===== src/rtl/adc_seq_pkg.sv =====
package adc_seq_pkg;
    localparam int CTRL_RUN_BIT  = 5;
    localparam int CTRL_DONE_BIT = 7;
    localparam logic ADDR_CTRL   = 1'b0;
    localparam logic ADDR_RESULT = 1'b1;

    typedef enum logic {
        PH_SAMPLE = 1'b0,
        PH_SEARCH = 1'b1
    } phase_e;
endpackage


===== src/rtl/adc_clk_div.sv =====
module adc_clk_div #(
    parameter int DIV = 4
) (
    input  logic clk,
    input  logic rst_n,
    input  logic clr_i,
    input  logic run_i,
    output logic tick_o
);
    localparam int CNT_W = (DIV > 1) ? $clog2(DIV) : 1;

    typedef struct packed {
        logic [CNT_W-1:0] cnt;
    } div_st_t;

    div_st_t st_q, st_d;

    always_comb begin
        st_d   = st_q;
        tick_o = run_i && (st_q.cnt == CNT_W'(DIV - 1));
        if (clr_i || !run_i) begin
            st_d.cnt = '0;
        end else if (tick_o) begin
            st_d.cnt = '0;
        end else begin
            st_d.cnt = st_q.cnt + 1'b1;
        end
    end

    always_ff @(posedge clk or negedge rst_n) begin
        if (!rst_n) st_q <= '0;
        else        st_q <= st_d;
    end

    AST_TICK_GAP: assert property (@(posedge clk) disable iff (!rst_n)
        tick_o |=> !tick_o);
endmodule


===== src/rtl/adc_sar_core.sv =====
module adc_sar_core
    import adc_seq_pkg::*;
#(
    parameter int DATA_W       = 8,
    parameter int SAMPLE_SLOTS = 4
) (
    input  logic              clk,
    input  logic              rst_n,
    input  logic              clr_i,
    input  logic              run_i,
    input  logic              tick_i,
    input  logic              cmp_i,
    output logic              sample_en_o,
    output logic [DATA_W-1:0] trial_o,
    output logic              done_o,
    output logic [DATA_W-1:0] result_o
);
    localparam int SLOTS  = SAMPLE_SLOTS + DATA_W;
    localparam int SLOT_W = $clog2(SLOTS);

    typedef struct packed {
        logic [SLOT_W-1:0] slot;
        logic [DATA_W-1:0] sar;
    } core_st_t;

    core_st_t          st_q, st_d;
    phase_e            phase;
    logic [DATA_W-1:0] bit_mask;
    logic [DATA_W-1:0] trial;
    logic [SLOT_W-1:0] shift;

    always_comb begin
        phase    = (st_q.slot >= SLOT_W'(SAMPLE_SLOTS)) ? PH_SEARCH : PH_SAMPLE;
        shift    = SLOT_W'(SLOTS - 1) - st_q.slot;
        bit_mask = (phase == PH_SEARCH) ? (DATA_W'(1) << shift) : '0;
        trial    = st_q.sar | bit_mask;
        result_o = cmp_i ? trial : st_q.sar;

        st_d   = st_q;
        done_o = 1'b0;
        if (clr_i) begin
            st_d = '0;
        end else if (tick_i) begin
            if (st_q.slot == SLOT_W'(SLOTS - 1)) begin
                st_d.slot = '0;
                st_d.sar  = '0;
                done_o    = 1'b1;
            end else begin
                st_d.slot = st_q.slot + 1'b1;
                if (phase == PH_SEARCH) st_d.sar = result_o;
            end
        end

        sample_en_o = run_i && (phase == PH_SAMPLE);
        trial_o     = (run_i && phase == PH_SEARCH) ? trial : '0;
    end

    always_ff @(posedge clk or negedge rst_n) begin
        if (!rst_n) st_q <= '0;
        else        st_q <= st_d;
    end

    AST_SLOT_RANGE: assert property (@(posedge clk) disable iff (!rst_n)
        st_q.slot < SLOT_W'(SLOTS));
    AST_SAMPLE_NO_TRIAL: assert property (@(posedge clk) disable iff (!rst_n)
        sample_en_o |-> (trial_o == '0));
    AST_FIRST_TRIAL_MSB: assert property (@(posedge clk) disable iff (!rst_n)
        (run_i && !clr_i && $past(sample_en_o) && !sample_en_o && $past(run_i))
        |-> (trial_o == (DATA_W'(1) << (DATA_W - 1))));
endmodule


===== src/rtl/adc_seq_top.sv =====
module adc_seq_top
    import adc_seq_pkg::*;
#(
    parameter int DATA_W       = 8,
    parameter int CH_W         = 4,
    parameter int DIV          = 4,
    parameter int SAMPLE_SLOTS = 4
) (
    input  logic              clk,
    input  logic              rst_n,
    input  logic              halt_i,
    input  logic              reg_wr_i,
    input  logic              reg_addr_i,
    input  logic [7:0]        reg_wdata_i,
    output logic [7:0]        reg_rdata_o,
    output logic [CH_W-1:0]   chan_sel_o,
    output logic              sample_en_o,
    output logic [DATA_W-1:0] trial_code_o,
    input  logic              cmp_i
);
    typedef struct packed {
        logic              run;
        logic [CH_W-1:0]   chan;
        logic              done;
        logic [DATA_W-1:0] data;
    } regs_t;

    regs_t             rg_q, rg_d;
    logic              ctrl_wr;
    logic              restart;
    logic              active;
    logic              clr;
    logic              tick;
    logic              conv_done;
    logic [DATA_W-1:0] conv_result;

    always_comb begin
        ctrl_wr = reg_wr_i && (reg_addr_i == ADDR_CTRL);
        restart = ctrl_wr && reg_wdata_i[CTRL_RUN_BIT];
        active  = rg_q.run && !halt_i;
        clr     = restart || !active;

        rg_d = rg_q;
        if (ctrl_wr) begin
            rg_d.run  = reg_wdata_i[CTRL_RUN_BIT];
            rg_d.chan = reg_wdata_i[CH_W-1:0];
        end
        if (restart) begin
            rg_d.done = 1'b0;
        end else if (conv_done) begin
            rg_d.done = 1'b1;
            rg_d.data = conv_result;
        end

        reg_rdata_o = '0;
        if (reg_addr_i == ADDR_CTRL) begin
            reg_rdata_o[CH_W-1:0]     = rg_q.chan;
            reg_rdata_o[CTRL_RUN_BIT]  = rg_q.run;
            reg_rdata_o[CTRL_DONE_BIT] = rg_q.done;
        end else begin
            reg_rdata_o[DATA_W-1:0] = rg_q.data;
        end
        chan_sel_o = rg_q.chan;
    end

    always_ff @(posedge clk or negedge rst_n) begin
        if (!rst_n) rg_q <= '0;
        else        rg_q <= rg_d;
    end

    adc_clk_div #(.DIV(DIV)) u_div (
        .clk    (clk),
        .rst_n  (rst_n),
        .clr_i  (clr),
        .run_i  (active),
        .tick_o (tick)
    );

    adc_sar_core #(.DATA_W(DATA_W), .SAMPLE_SLOTS(SAMPLE_SLOTS)) u_core (
        .clk         (clk),
        .rst_n       (rst_n),
        .clr_i       (clr),
        .run_i       (active),
        .tick_i      (tick),
        .cmp_i       (cmp_i),
        .sample_en_o (sample_en_o),
        .trial_o     (trial_code_o),
        .done_o      (conv_done),
        .result_o    (conv_result)
    );

    AST_DONE_SETS_FLAG: assert property (@(posedge clk) disable iff (!rst_n)
        (conv_done && !restart) |=> rg_q.done);
    AST_RESULT_HOLDS: assert property (@(posedge clk) disable iff (!rst_n)
        !conv_done |=> $stable(rg_q.data));
    AST_RESTART_CLEARS: assert property (@(posedge clk) disable iff (!rst_n)
        restart |=> !rg_q.done);
    AST_OFF_NO_DONE: assert property (@(posedge clk) disable iff (!rst_n)
        !rg_q.run |-> !conv_done);
    AST_HALT_IDLE: assert property (@(posedge clk) disable iff (!rst_n)
        halt_i |-> (!sample_en_o && trial_code_o == '0 && !conv_done));
endmodule


===== config.mk =====
export PLATFORM = sky130hd
export DESIGN_NAME = adc_seq_top
export DESIGN_NICKNAME = d
export VERILOG_FILES = /design/src/rtl/adc_seq_pkg.sv /design/src/rtl/adc_clk_div.sv /design/src/rtl/adc_sar_core.sv /design/src/rtl/adc_seq_top.sv
export SDC_FILE = /design/constraint.sdc
export NUM_CORES = 1
export LEC_CHECK = 0
export BUFFER_PORTS_ARGS = -buffer_cell sky130_fd_sc_hd__buf_2
export CELL_PAD_IN_SITES_DETAIL_PLACEMENT = 1
export CELL_PAD_IN_SITES_GLOBAL_PLACEMENT = 1
export CORE_MARGIN = 3
export CORE_UTILIZATION = 45
export DETAILED_ROUTE_END_ITERATION = 12
export PLACE_DENSITY_LB_ADDON = 0.25
export SYNTH_ARGS = -nofsm -noshare
export SYNTH_HDL_FRONTEND = slang
export SYNTH_HIERARCHICAL = 1
export SYNTH_SLANG_ARGS = --single-unit

===== constraint.sdc =====
create_clock -name clk -period 4.54 [get_ports clk]
set_clock_uncertainty 0.2 [all_clocks]
set_input_delay 0.227 -clock clk [delete_from_list [all_inputs] [get_ports clk]]
set_output_delay 0.227 -clock clk [all_outputs]
set_load 0.01 [all_outputs]

# Word-level counts from Yosys, hierarchy flattened
# Cells that the tools add are included.
# classes
addsub	3
n_lt_le_gt_ge	1
eq_ne	2
shift	1
n_mux	20
n_bitwise	4
reduce_logical	15
# ops
cell	count
12-bit 2-to-1 mux	3
8-bit 2-to-1 mux	4
1-bit 2-to-1 mux	9
9-bit 2-to-1 mux	1
8-bit OR	1
1-bit by 4-bit << shifter with 8-bit output, first input constant	1
1-bit logical AND	6
4-bit by 1-bit adder with 4-bit output, second input constant	1
4-bit equality test, second input constant	1
4-bit by 3-bit >= comparator with 1-bit output, second input constant	1
2-bit 2-to-1 mux	2
4-bit 2-to-1 mux	1
2-bit AND reduction	2
2-bit nonzero test	2
4-bit subtractor, first input constant	1
1-bit NOT	3
3-bit nonzero test	1
2-bit by 1-bit adder with 2-bit output, second input constant	1
2-bit equality test, second input constant	1
1-bit zero test	2
1-bit logical OR	2
# totals
ff_bits	28
inputBits	14
out_inout_bits	21
wordCells	53

# Depth between registers and ports, before layout
# Gate-level depths: netlist of run 1.
# logic_depth
ltp_word	9
ltp_mapped	9
mapped_depth_nobuf	7

# Cells and area by module
# The synthesis of run 1 kept the hierarchy.
# modules_own_cells
module	instances	cells_per_inst	area_each_um2	seq_area_each_um2
adc_seq_top	1	75	853.3	350.3
adc_sar_core	1	98	830.8	300.3
adc_clk_div	1	6	92.6	50.0

# Worst setup path after synthesis of run 1
# OpenSTA, ideal clock, no wires.
# synth_path
kind	input to register
startpoint	input reg_wdata_i[5]
endpoint	register rg_q[7] in the netlist's numbering
setup_time_ns	0.128
arrival_ns	1.929
required_ns	4.212
setup_slack_ns	2.283
path_stages	9
path_cell_list	buf_2 -> and3b_1 -> buf_6 -> nand2b_1 -> buf_2 -> nor3b_1 -> clkbuf_1 -> nand2b_1 -> o211ai_2
# synth_via
elab_chain_len	4
# synth_lines
element	line_no	rtl
from (decl)	adc_seq_top.sv:14	input logic [7:0] reg_wdata_i,
1-bit logical AND	adc_seq_top.sv:39	restart = ctrl_wr && reg_wdata_i[CTRL_RUN_BIT];
1-bit logical OR	adc_seq_top.sv:41	clr = restart || !active;
via clr	adc_seq_top.sv:32	logic clr;
1-bit 2-to-1 mux	adc_sar_core.sv:41	if (clr_i) begin
via conv_done	adc_seq_top.sv:34	logic conv_done;
2-bit AND reduction (no source line)	-	
to (signal assigned)	adc_seq_top.sv:68	else rg_q <= rg_d;
to (decl)	adc_seq_top.sv:28	regs_t rg_q, rg_d;
# The timed path passes the listed nets, and every way through them passes these cells.
# A chain may end at the register's enable or synchronous reset.

# Worst setup path after layout of run 1
# layout_path
startpoint	register rg_q[13] in the netlist's numbering
endpoint	register rg_q[0] in the netlist's numbering
# layout_via
elab_chain_len	5
# layout_lines
element	line_no	rtl
1-bit logical AND	adc_seq_top.sv:40	active = rg_q.run && !halt_i;
via active	adc_seq_top.sv:31	logic active;
1-bit logical AND	adc_clk_div.sv:20	tick_o = run_i && (st_q.cnt == CNT_W'(DIV - 1));
via tick	adc_seq_top.sv:33	logic tick;
1-bit 2-to-1 mux	adc_sar_core.sv:43	end else if (tick_i) begin
1-bit 2-to-1 mux	adc_sar_core.sv:41	
via conv_done	adc_seq_top.sv:34	
2-bit AND reduction (no source line)	-	
# The timed path passes the listed nets, and every way through them passes these cells.

==> metrics.md, run 1 <==
| Metric | Value |
|---|---|
| Initial Utilization | `47.5%` |
| Top FF cell, synth | `dfrtp_1` |
| CTS Sinks | `28` |
| Post-route setup slack | `1970 ps` |
| CP Max Fanout | `17` |
| Max Cap Viol | `0` |
| # setup viols final | `0` |
| WHS Endpoint | `u_div/st_q[0]` |
| Count leader, synth | `dfrtp_1` |
| Total track usage | `20.1%` |
| Number of flops mapped to enable cells by yosys | `0` |
| Cell variety after synth | `33` |
| WL/cell | `17.3 µm` |
| R2R cell count | `5` |
| Syn-to-layout area delta | `14.0%` |
| Rows | `22` |
| Vias in the first global route | `1462` |
| Worst-Margin Slew | `861 ps` |
| Pre-CTS WS | `1680 ps` |
| CP Class | `reg2reg` |
| Num CTS Buffers | `3` |
| Hold Path Depth | `3` |
| Fill cells | `between 400 and 500` |
| FF-to-FF Start | `rg_q[13]` |
| Worst slew margin | `42.3%` |
| Yosys reg bits | `28` |
| Sequential share of the synthesized area | `approximately two fifths` |
| Final Cell Area | `just over 2000 µm²` |
| Placed Cells | `between 200 and 250` |
| Outcome | `completed` |
| Final setup TNS | `0 ps` |
| Clk buf depth | `2` |
| Die Area | `4740 µm²` |
| Footprint of the multi-input gates | `973 µm²` |
| Die span in x | `68.8 µm` |
| DRC Markers | `0` |
| Peak supply drop | `roughly 0.00012 V` |
| Hold Path Class | `in2reg` |
| Critical Path RT | `between 4000 and 5000 ps` |
| CTS H-tree lvls | `1` |
| GPL Wtd Cong | `about 0.85` |
| Final ANT Viol Nets | `0` |
| Number of port buffers | `31` |
| Via count | `1398` |
| Min cycle time layout | `2570 ps` |
| YS warnings | `6` |
| Final nets | `~230` |
| Async SR Flop Fraction | `100%` |
| HPWL Detailed | `3060 µm` |
| Initial antenna violation count | `0` |
| CP Launch Type | `register` |
| Clk_lat worst skew | `280 ps` |
| Sequential cell area | `roughly 700 µm²` |
| Maximum clock rate | `around 390 MHz` |
| Core area | `3740 µm²` |
| R2R Setup Slk | `1970 ps` |
| CTS root buffer | `clkbuf_8` |
| Yosys top cell by area | `dfrtp_1` |
| PwrDens | `261 nW/µm²` |
| CP endpoint kind | `register` |
| First-pass GRT wire length | `a little over 7000 µm` |
| Die Height | `68.8 µm` |
| Clock slew at reported path FFs | `roughly 100 ps` |
| Post-Syn Area | `1780 µm²` |
| Synth cell count leaders | `dfrtp_1 (28), nand2_1 (21), nand2b_1 (17)` |
| Drt first pass iters | `4` |
| CTS tree | `built` |
| Post-CTS Setup Bufs | `0` |
| Non-Filler Instances | `253` |
| Post-Synthesis Cells | `between 150 and 200` |
| Synth area leaders | `dfrtp_1 (39%), mux2_2 (7.0%), ha_1 (6.3%), nand2b_1 (6.0%), o211ai_2 (5.6%)` |
| DP Area | `1900 µm²` |
| Syn_area_per_cell | `between 9 and 10 µm²` |
| PostCTS Resize Cnt | `0` |
| RSZ-0062 raised after global routing | `no` |
| Final hold violations | `0` |
| Static leakage | `between 0.9 and 1 nW` |
| Syn nets | `202` |
| Crit path DAT | `2590 ps` |
| Drt via density | `between 5 and 6` |
| Proportion of layout cells with a drive suffix above 1 | `28.8%` |
| Antenna cell count | `0` |
| DRT Wirelength | `4380 µm` |
| Total congestion overflow | `0` |
| Period utilisation layout | `56.7%` |
| Reg2reg end | `rg_q[0]` |
| Worst hold start | `halt_i` |
| Proportion of netlist area held by the largest area contributor | `39.4%` |
| Max-slew violations | `0` |
| Pin count of the biggest net entering global routing | `29` |
| Initial DRC Count | `35` |
| Top Ports | `35` |
logic make-up (layout without fill, tap and decap cells):
| kind of cell | Yosys count | in the layout | share of synthesized area [%] |
|---|---|---|---|
| AO/OA/AOI/OAI | 31 | 31 | 13.7 |
| adder cells (fa/ha/maj) | 9 | 9 | 6.34 |
| buffers and inverters | 18 | 44 | 6.06 |
| flip-flops | 28 | 28 | 39.4 |
| multiplexers | 13 | 13 | 8.10 |
| AND/OR/NAND/NOR | 80 | 80 | 26.3 |
where the power goes:
part / internal, W / switching [W]
combinational: 0.0000276 / 0.0000342
sequential: 0.000256 / 0.00000526
clock: 0.000118 / 0.0000861
total: 0.000402 / 0.000126
routing by layer:
layer	track usage [%]	wire, µm	up-vias
li1	-	-	670
met2	35.0	2250	18
met1	25.5	1970	703
met5	0	0	-
met4	7.06	65	0
met3	2.27	96	7
through the flow:
stage | power [W] | util (%) | hold slack [ps]
2_1_floorplan | 0.000308 | - | -269
4_1_cts | 0.000535 | 54.1 | 82.7
3_5_place_dp | 0.000324 | 50.9 | 99.7
3_3_place_gp | 0.000321 | 50.9 | 87.5
6_report | 0.000528 | 54.1 | 89.2
5_1_grt | 0.000552 | 54.1 | 97.8
layout by cell type (no fill, tap or decap), types with 2 or more instances in the layout:
cell type / n
mux2_2: 11
dlygate4sd3_1: 5
nor2_1: 14
and3b_1: 3
buf_2: 31
nand4b_1: 8
nand3_1: 2
ha_1: 9
clkbuf_8: 3
o21ai_1: 6
dfrtp_1: 28
a21oi_1: 7
and2_1: 4
a21o_1: 2
inv_1: 4
o211ai_2: 8
mux2i_1: 2
nand2_1: 21
nand2b_1: 17
nor2b_1: 3
a31oi_1: 5
worst max-delay path by stage:
stage                    from  cells past startpoint  slack [ps]      end
2_1_floorplan  reg_wdata_i[5]                      9        2280  rg_q[7]
3_3_place_gp       reg_addr_i                      6        1770  rg_q[2]
3_5_place_dp       reg_addr_i                      6        1680  rg_q[0]
4_1_cts              rg_q[13]                      5        1890  rg_q[0]
5_1_grt              rg_q[13]                      5        1720  rg_q[7]
6_report             rg_q[13]                      5        1970  rg_q[0]
flip-flops by register name, summed over array words and instances (netlist names):
| name | count |
|---|---|
| chan_sel_o | 4 |
| u_core/st_q | 12 |
| rg_q | 10 |
| u_div/st_q | 2 |
worst max-delay path: stages, from the launching register on:
cell and delay [ps]:
dfrtp_1 370, nor2b_1 320, and2_1 470, nor3b_2 790, nand2_1 170, o211ai_2 180
what timing repair did:
| action | in CTS | in global routing |
|---|---|---|
| endpoints found under the setup margin | 0 | 0 |
| hold buffers | 5 | 0 |
| endpoints found under the hold margin | 32 | 0 |
area by class of cell:
cell class	count	area share, %
clock buffer	3	2.04
multi-input combinational	133	48.1
timing repair buffer	36	10.1
sequential	28	34.6
tap	48	2.96
clock inverter	1	1.48
inverter	4	0.741
(Power assumes the default switching activity.)
==> run 2, diff against run 1 <==
--- a/config.mk
+++ b/config.mk
@@ -9,7 +9,7 @@
 export CELL_PAD_IN_SITES_DETAIL_PLACEMENT = 1
 export CELL_PAD_IN_SITES_GLOBAL_PLACEMENT = 1
 export CORE_MARGIN = 3
-export CORE_UTILIZATION = 45
+export CORE_UTILIZATION = 42
 export DETAILED_ROUTE_END_ITERATION = 12
 export PLACE_DENSITY_LB_ADDON = 0.25
 export SYNTH_ARGS = -nofsm -noshare
==> constraint.sdc (replaced) <==
create_clock -name clk -period 2.4 [get_ports clk]
set_clock_uncertainty 0.2 [all_clocks]
set_input_delay 0.12 -clock clk [delete_from_list [all_inputs] [get_ports clk]]
set_output_delay 0.12 -clock clk [all_outputs]
set_load 0.01 [all_outputs]
==> run 2 against run 1 <==
Die area rose by 6.5%. Combinational power rose by 96%. Worst hold slack got worse by 42 ps. Design area rose by 1.9%. Power rose by 90%. Register-to-register slack got worse by 1700 ps. Global-route usage fell by 1.4 points. Sequential share of layout area fell by 0.59 points. Setup slack got worse by 1800 ps. Via count rose by 4.3%. Sequential power rose by 89%. Final cell count rose by 2.8%. Largest cell class unchanged.
==> metrics.md, run 2 (same netlist as run 1, synthesis figures left out) <==
| Metric | Value |
|---|---|
| Outcome | `completed` |
| Maximum clock rate | `441 MHz` |
| Die Height | `slightly above 70 µm` |
| Placed Cells | `250` |
| Biggest register | `u_core/st_q` |
| Num CTS Buffers | `3` |
| CP Max Fanout | `10` |
| Pre-CTS WS | `319 ps` |
| Syn-to-layout area delta | `16.2%` |
| Seq pwr share | `49.4%` |
| WL/cell | `between 15 and 20 µm` |
| Commonest non-fill, non-tap cell in the layout | `buf_2` |
| Power Internal | `0.000764 W` |
| Total congestion overflow | `0` |
| Initial antenna violation count | `0` |
| Vias in the first global route | `1556` |
| Drt via density | `5.61` |
| Clk_lat worst skew | `280 ps` |
| Post-route setup slack | `132 ps` |
| Proportion of layout cells with a drive suffix above 1 | `a little under a third` |
| Die span in x | `71.0 µm` |
| DRT Wirelength | `4590 µm` |
| CP Launch Type | `register` |
| Worst-Margin Slew | `around 660 ps` |
| Rows | `23` |
| Critical Path RT | `2080 ps` |
| Die Area | `between 5000 and 6000 µm²` |
| Pwr Total | `0.00100 W` |
| Clk buf depth | `2` |
| DRC Markers | `0` |
| HPWL Detailed | `3250 µm` |
| Period utilisation layout | `94.5%` |
| First-pass GRT wire length | `7620 µm` |
| Min cycle time layout | `2270 ps` |
| CTS H-tree lvls | `1` |
| Core area | `around 4000 µm²` |
| Worst slew margin | `56.0%` |
| Via count | `1458` |
| Final setup TNS | `0 ps` |
| CP endpoint kind | `output port` |
| Most frequent cells in the layout | `buf_2 (31), dfrtp_1 (27), nand2_1 (21)` |
| Fill cells | `475` |
| Clock slew at reported path FFs | `100 ps` |
| CP Class | `reg2out` |
| Net Sw Frac | `23.7%` |
| Peak supply drop | `0.000286 V` |
| Post-CTS Setup Bufs | `0` |
| Top Ports | `35` |
| RSZ-0062 raised after global routing | `no` |
| Psw | `0.000237 W` |
| Crit path DAT | `1950 ps` |
| CTS tree | `built` |
| PwrDens | `485 nW/µm²` |
| Initial Utilization | `44.1%` |
| Static leakage | `0.995 nW` |
| Final hold violations | `0` |
| Power share of the clock group | `38.6%` |
| CTS Sinks | `28` |
| CTS root buffer | `clkbuf_8` |
| Logic pwr share | `12.1%` |
| Non-Filler Instances | `260` |
| Pin count of the biggest net entering global routing | `29` |
| Antenna cell count | `0` |
| Max-slew violations | `0` |
| Max Cap Viol | `0` |
| Number of port buffers | `31` |
| Final ANT Viol Nets | `0` |
| Max reg flops | `12` |
| Total track usage | `18.7%` |
| Final nets | `234` |
| GPL Wtd Cong | `0.791` |
| # setup viols final | `0` |
| Final Util | `51.2%` |
| Initial DRC Count | `40` |
| Hold Path Class | `in2reg` |
| Drt first pass iters | `4` |
## run 2: cell types whose count changed in the layout (fill, tap and decap cells not counted)
cell	before	now
buf_4	0	4
nor3b_1	0	1
dfrtp_1	28	27
dfrtp_2	0	1
dlygate4sd3_1	5	6
nor3b_2	1	0
## run 2: per-layer routing
layer / track usage, % / wire [µm] / vias to the layer above
met1: 24.4 / 2060 / 744
li1: - / - / 682
met5: 0 / 0 / -
met2: 32.6 / 2350 / 26
met4: 5.01 / 38 / 0
met3: 2.41 / 137 / 6
## run 2: path summary, 6_finish.rpt
| path | end | slack (ps) | depth (start not counted) | startpoint |
|---|---|---|---|---|
| setup / recovery | trial_code_o[1] | 130 | 6 | u_core/st_q[10] |
| hold reg to reg | u_div/st_q[0] | 270 | 1 | u_div/st_q[0] |
| setup reg to reg | rg_q[3] | 290 | 6 | rg_q[13] |
| max in group asynchronous | u_core/st_q[10] | 1340 | 2 | rst_n |
| min in group asynchronous | u_core/st_q[7] | 200 | 2 | rst_n |
| hold / removal | rg_q[7] | 50 | 3 | reg_wr_i |
## run 2: final cells by class
type	count	area (µm²)	area share (%)
multi-input combinational	133	968	46.9
sequential	28	702	34.0
timing repair buffer	41	245	11.9
tap	50	62.6	3.03
clock buffer	3	41.3	2.00
clock inverter	1	30.0	1.45
inverter	4	15.0	0.727
## run 2: metrics by stage
step / cell area [µm²] / hold slack (ps)
CTS: 2060 / 32.1
detailed placement: 1930 / -8.73
floorplan: 1780 / -376
global placement: 1930 / -18.5
finish: 2060 / 47.0
global route: 2060 / 31.0
## run 2: repair_timing
item,in CTS,in global routing
gates resized for setup,0,1
hold buffers,6,0
hold endpoints to repair,33,0
endpoints found under the setup margin,0,3
## run 2: critical path: stages, from the launching register on
cell,delay [ps]
dfrtp_2,480
inv_1,110
ha_1,420
and2b_2,280
a21oi_1,170
nor2_1,50
buf_2,150
## run 2: power groups by stage
stage / registers, W / logic [W] / clock network, W
floorplan: 0.000501 / 0.0000818 / 0
global placement: 0.000502 / 0.000109 / 0
detailed placement: 0.000503 / 0.000113 / 0
CTS: 0.000494 / 0.000122 / 0.000393
global route: 0.000496 / 0.000130 / 0.000419
finish: 0.000494 / 0.000121 / 0.000386
==> run 3, diff against run 2 <==
--- a/config.mk
+++ b/config.mk
@@ -11,7 +11,7 @@
 export CORE_MARGIN = 3
 export CORE_UTILIZATION = 42
 export DETAILED_ROUTE_END_ITERATION = 12
-export PLACE_DENSITY_LB_ADDON = 0.25
+export PLACE_DENSITY = 0.77
 export SYNTH_ARGS = -nofsm -noshare
 export SYNTH_HDL_FRONTEND = slang
 export SYNTH_HIERARCHICAL = 1
==> run 3 against run 2 <==
Sequential share of layout area shrank 0.12 points. Global-route usage grew 0.86 points. Clock power shrank 3%. Sequential power is essentially flat. First-iteration DRC count grew 55%. Design area grew 0.36%. Register-to-register slack gained 60 ps. Non-clock buffer count grew 1. Combinational power is essentially flat. Flip-flop and latch count is the same. Routed wire length grew 0.72%. Critical path type unchanged. Critical endpoint is now trial_code_o[2]. Largest power group unchanged.
==> metrics.md, run 3 (same netlist as run 1, synthesis figures left out) <==
| Metric | Value |
|---|---|
| Clk_lat worst skew | `280 ps` |
| Clock slew at reported path FFs | `100 ps` |
| CP Class | `reg2out` |
| Antenna cell count | `0` |
| Core area | `between 4000 and 5000 µm²` |
| Pin count of the biggest net entering global routing | `29` |
| R2R cell count | `7` |
| GPL Wtd Cong | `~0.77` |
| Top Ports | `35` |
| Clk buf depth | `2` |
| Hold Path Depth | `2` |
| CTS root buffer | `clkbuf_8` |
| Fill cells | `484` |
| Rows | `23` |
| Hold WS | `51.7 ps` |
| CP Max Fanout | `10` |
| Number of port buffers | `31` |
| Crit-path slowest cell | `dfrtp_2` |
| RSZ-0062 raised after global routing | `no` |
| Max Cap Viol | `0` |
| Worst hold start | `reg_wdata_i[5]` |
| Initial DRC Count | `62` |
| Power Internal | `0.000765 W` |
| Final ANT Viol Nets | `0` |
| Seq pwr share | `49.9%` |
| HPWL Detailed | `3400 µm` |
| Critical Path RT | `2080 ps` |
| Logic pwr share | `approximately 12%` |
| Cells along the critical path | `inv_1 -> ha_1 -> and2b_2 -> a21oi_1 -> nor2_1 -> buf_2` |
| Die Area | `5050 µm²` |
| Num CTS Buffers | `3` |
| Max incr delay on CP | `~480 ps` |
| Drt first pass iters | `4` |
| Drt via density | `5.56` |
| Crit path DAT | `~1900 ps` |
| Initial antenna violation count | `0` |
| Min cycle time layout | `~2300 ps` |
| Initial Utilization | `44.1%` |
| Post-CTS Setup Bufs | `0` |
| Period utilisation layout | `93.9%` |
| Syn-to-layout area delta | `16.6%` |
| Net Sw Frac | `22.8%` |
| Final setup TNS | `0 ps` |
| Peak supply drop | `about 0.00032 V` |
| Biggest register | `u_core/st_q` |
| Reg2reg end | `rg_q[5]` |
| DRT Wirelength | `4620 µm` |
| Hold Path Class | `in2reg` |
| CTS tree | `built` |
| Psw | `0.000226 W` |
| FF-to-FF Start | `u_core/st_q[10]` |
| Commonest non-fill, non-tap cell in the layout | `buf_2` |
| Most frequent cells in the layout | `buf_2 (31), dfrtp_1 (27), nand2_1 (21)` |
| Final hold violations | `0` |
| WHS Endpoint | `rg_q[13]` |
| Total congestion overflow | `0` |
| Outcome | `completed` |
| Final Util | `51.4%` |
| DRC Markers | `0` |
| PwrDens | `478 nW/µm²` |
| CTS Sinks | `28` |
| Worst-Margin Slew | `660 ps` |
| Proportion of layout cells with a drive suffix above 1 | `30.3%` |
| # setup viols final | `0` |
| Vias in the first global route | `1620` |
| Static leakage | `1.00 nW` |
| WL/cell | `17.7 µm` |
| Total track usage | `19.6%` |
| CP Launch Type | `register` |
| Via count | `roughly 1500` |
| Max reg flops | `12` |
| Max-slew violations | `0` |
| R2R Setup Slk | `350 ps` |
| Maximum clock rate | `approximately 440 MHz` |
| First-pass GRT wire length | `7940 µm` |
| Worst slew margin | `between 50% and 60%` |
| Final nets | `235` |
| CP endpoint kind | `output port` |
| Die span in x | `71.0 µm` |
| Power share of the clock group | `37.8%` |
| Die Height | `71.0 µm` |
| CTS H-tree lvls | `1` |
==> run 3: cell count changes in the layout (fill, tap and decap cells not counted), sizes merged <==
cell / delta
buf: +1
==> run 3: layout make-up <==
cell class,count,area [µm²],area share [%]
Inverter,4,15.0,0.725
Clock inverter,1,30.0,1.45
Sequential cell,28,702,33.9
Timing Repair Buffer,42,253,12.2
Multi-Input combinational cell,133,968,46.7
Clock buffer,3,41.3,1.99
Tap cell,50,62.6,3.02
==> run 3: power groups by stage <==
stage	clock, W	sequential (W)	combinational, W
2_1_floorplan	0	0.000501	0.0000818
3_3_place_gp	0	0.000502	0.000112
3_5_place_dp	0	0.000505	0.000115
4_1_cts	0.000387	0.000495	0.000123
5_1_grt	0.000410	0.000497	0.000133
6_report	0.000375	0.000495	0.000122
==> run 3: how the worst max path moves through the flow <==
stage                          startpoint         endpoint  depth (start not counted)
final                     u_core/st_q[10]  trial_code_o[2]                          6
after global placement    u_core/st_q[10]          rg_q[0]                          7
after global routing      u_core/st_q[10]  trial_code_o[3]                          6
after floorplan                  rg_q[13]          rg_q[7]                          7
after CTS                 u_core/st_q[10]  trial_code_o[3]                          6
after detailed placement  u_core/st_q[10]          rg_q[7]                          7
==> run 3: per-layer routing <==
layer	part of all wire, %	vias to the layer above	track usage, %
met3	3.7	6	3.27
li1	-	685	-
met5	0	-	0
met1	44	729	24.8
met2	51	31	34.7
met4	1.2	0	4.80
==> run 3: timing repair <==
item,in CTS,in global routing
gates resized for setup,0,1
hold endpoints to repair,34,0
hold buffers,6,0
endpoints found under the setup margin,0,3
==> run 3: through the flow <==
step	worst slack (ps)	instance area (µm²)	instances	power, W
floorplan	228	1780	179	0.000583
global placement	401	1940	251	0.000614
detailed placement	319	1940	251	0.000620
CTS	34.5	2070	261	0.00101
global route	23.5	2070	261	0.00104
finish	146	2070	261	0.000991
==> run 3: critical path: cells and delay by family, from the launching register on <==
family / cells / cell delay (ps)
compound gates: 1 / 180
simple gates: 2 / 330
fa+ha+maj: 1 / 420
buf+inv: 2 / 250
flops: 1 / 480
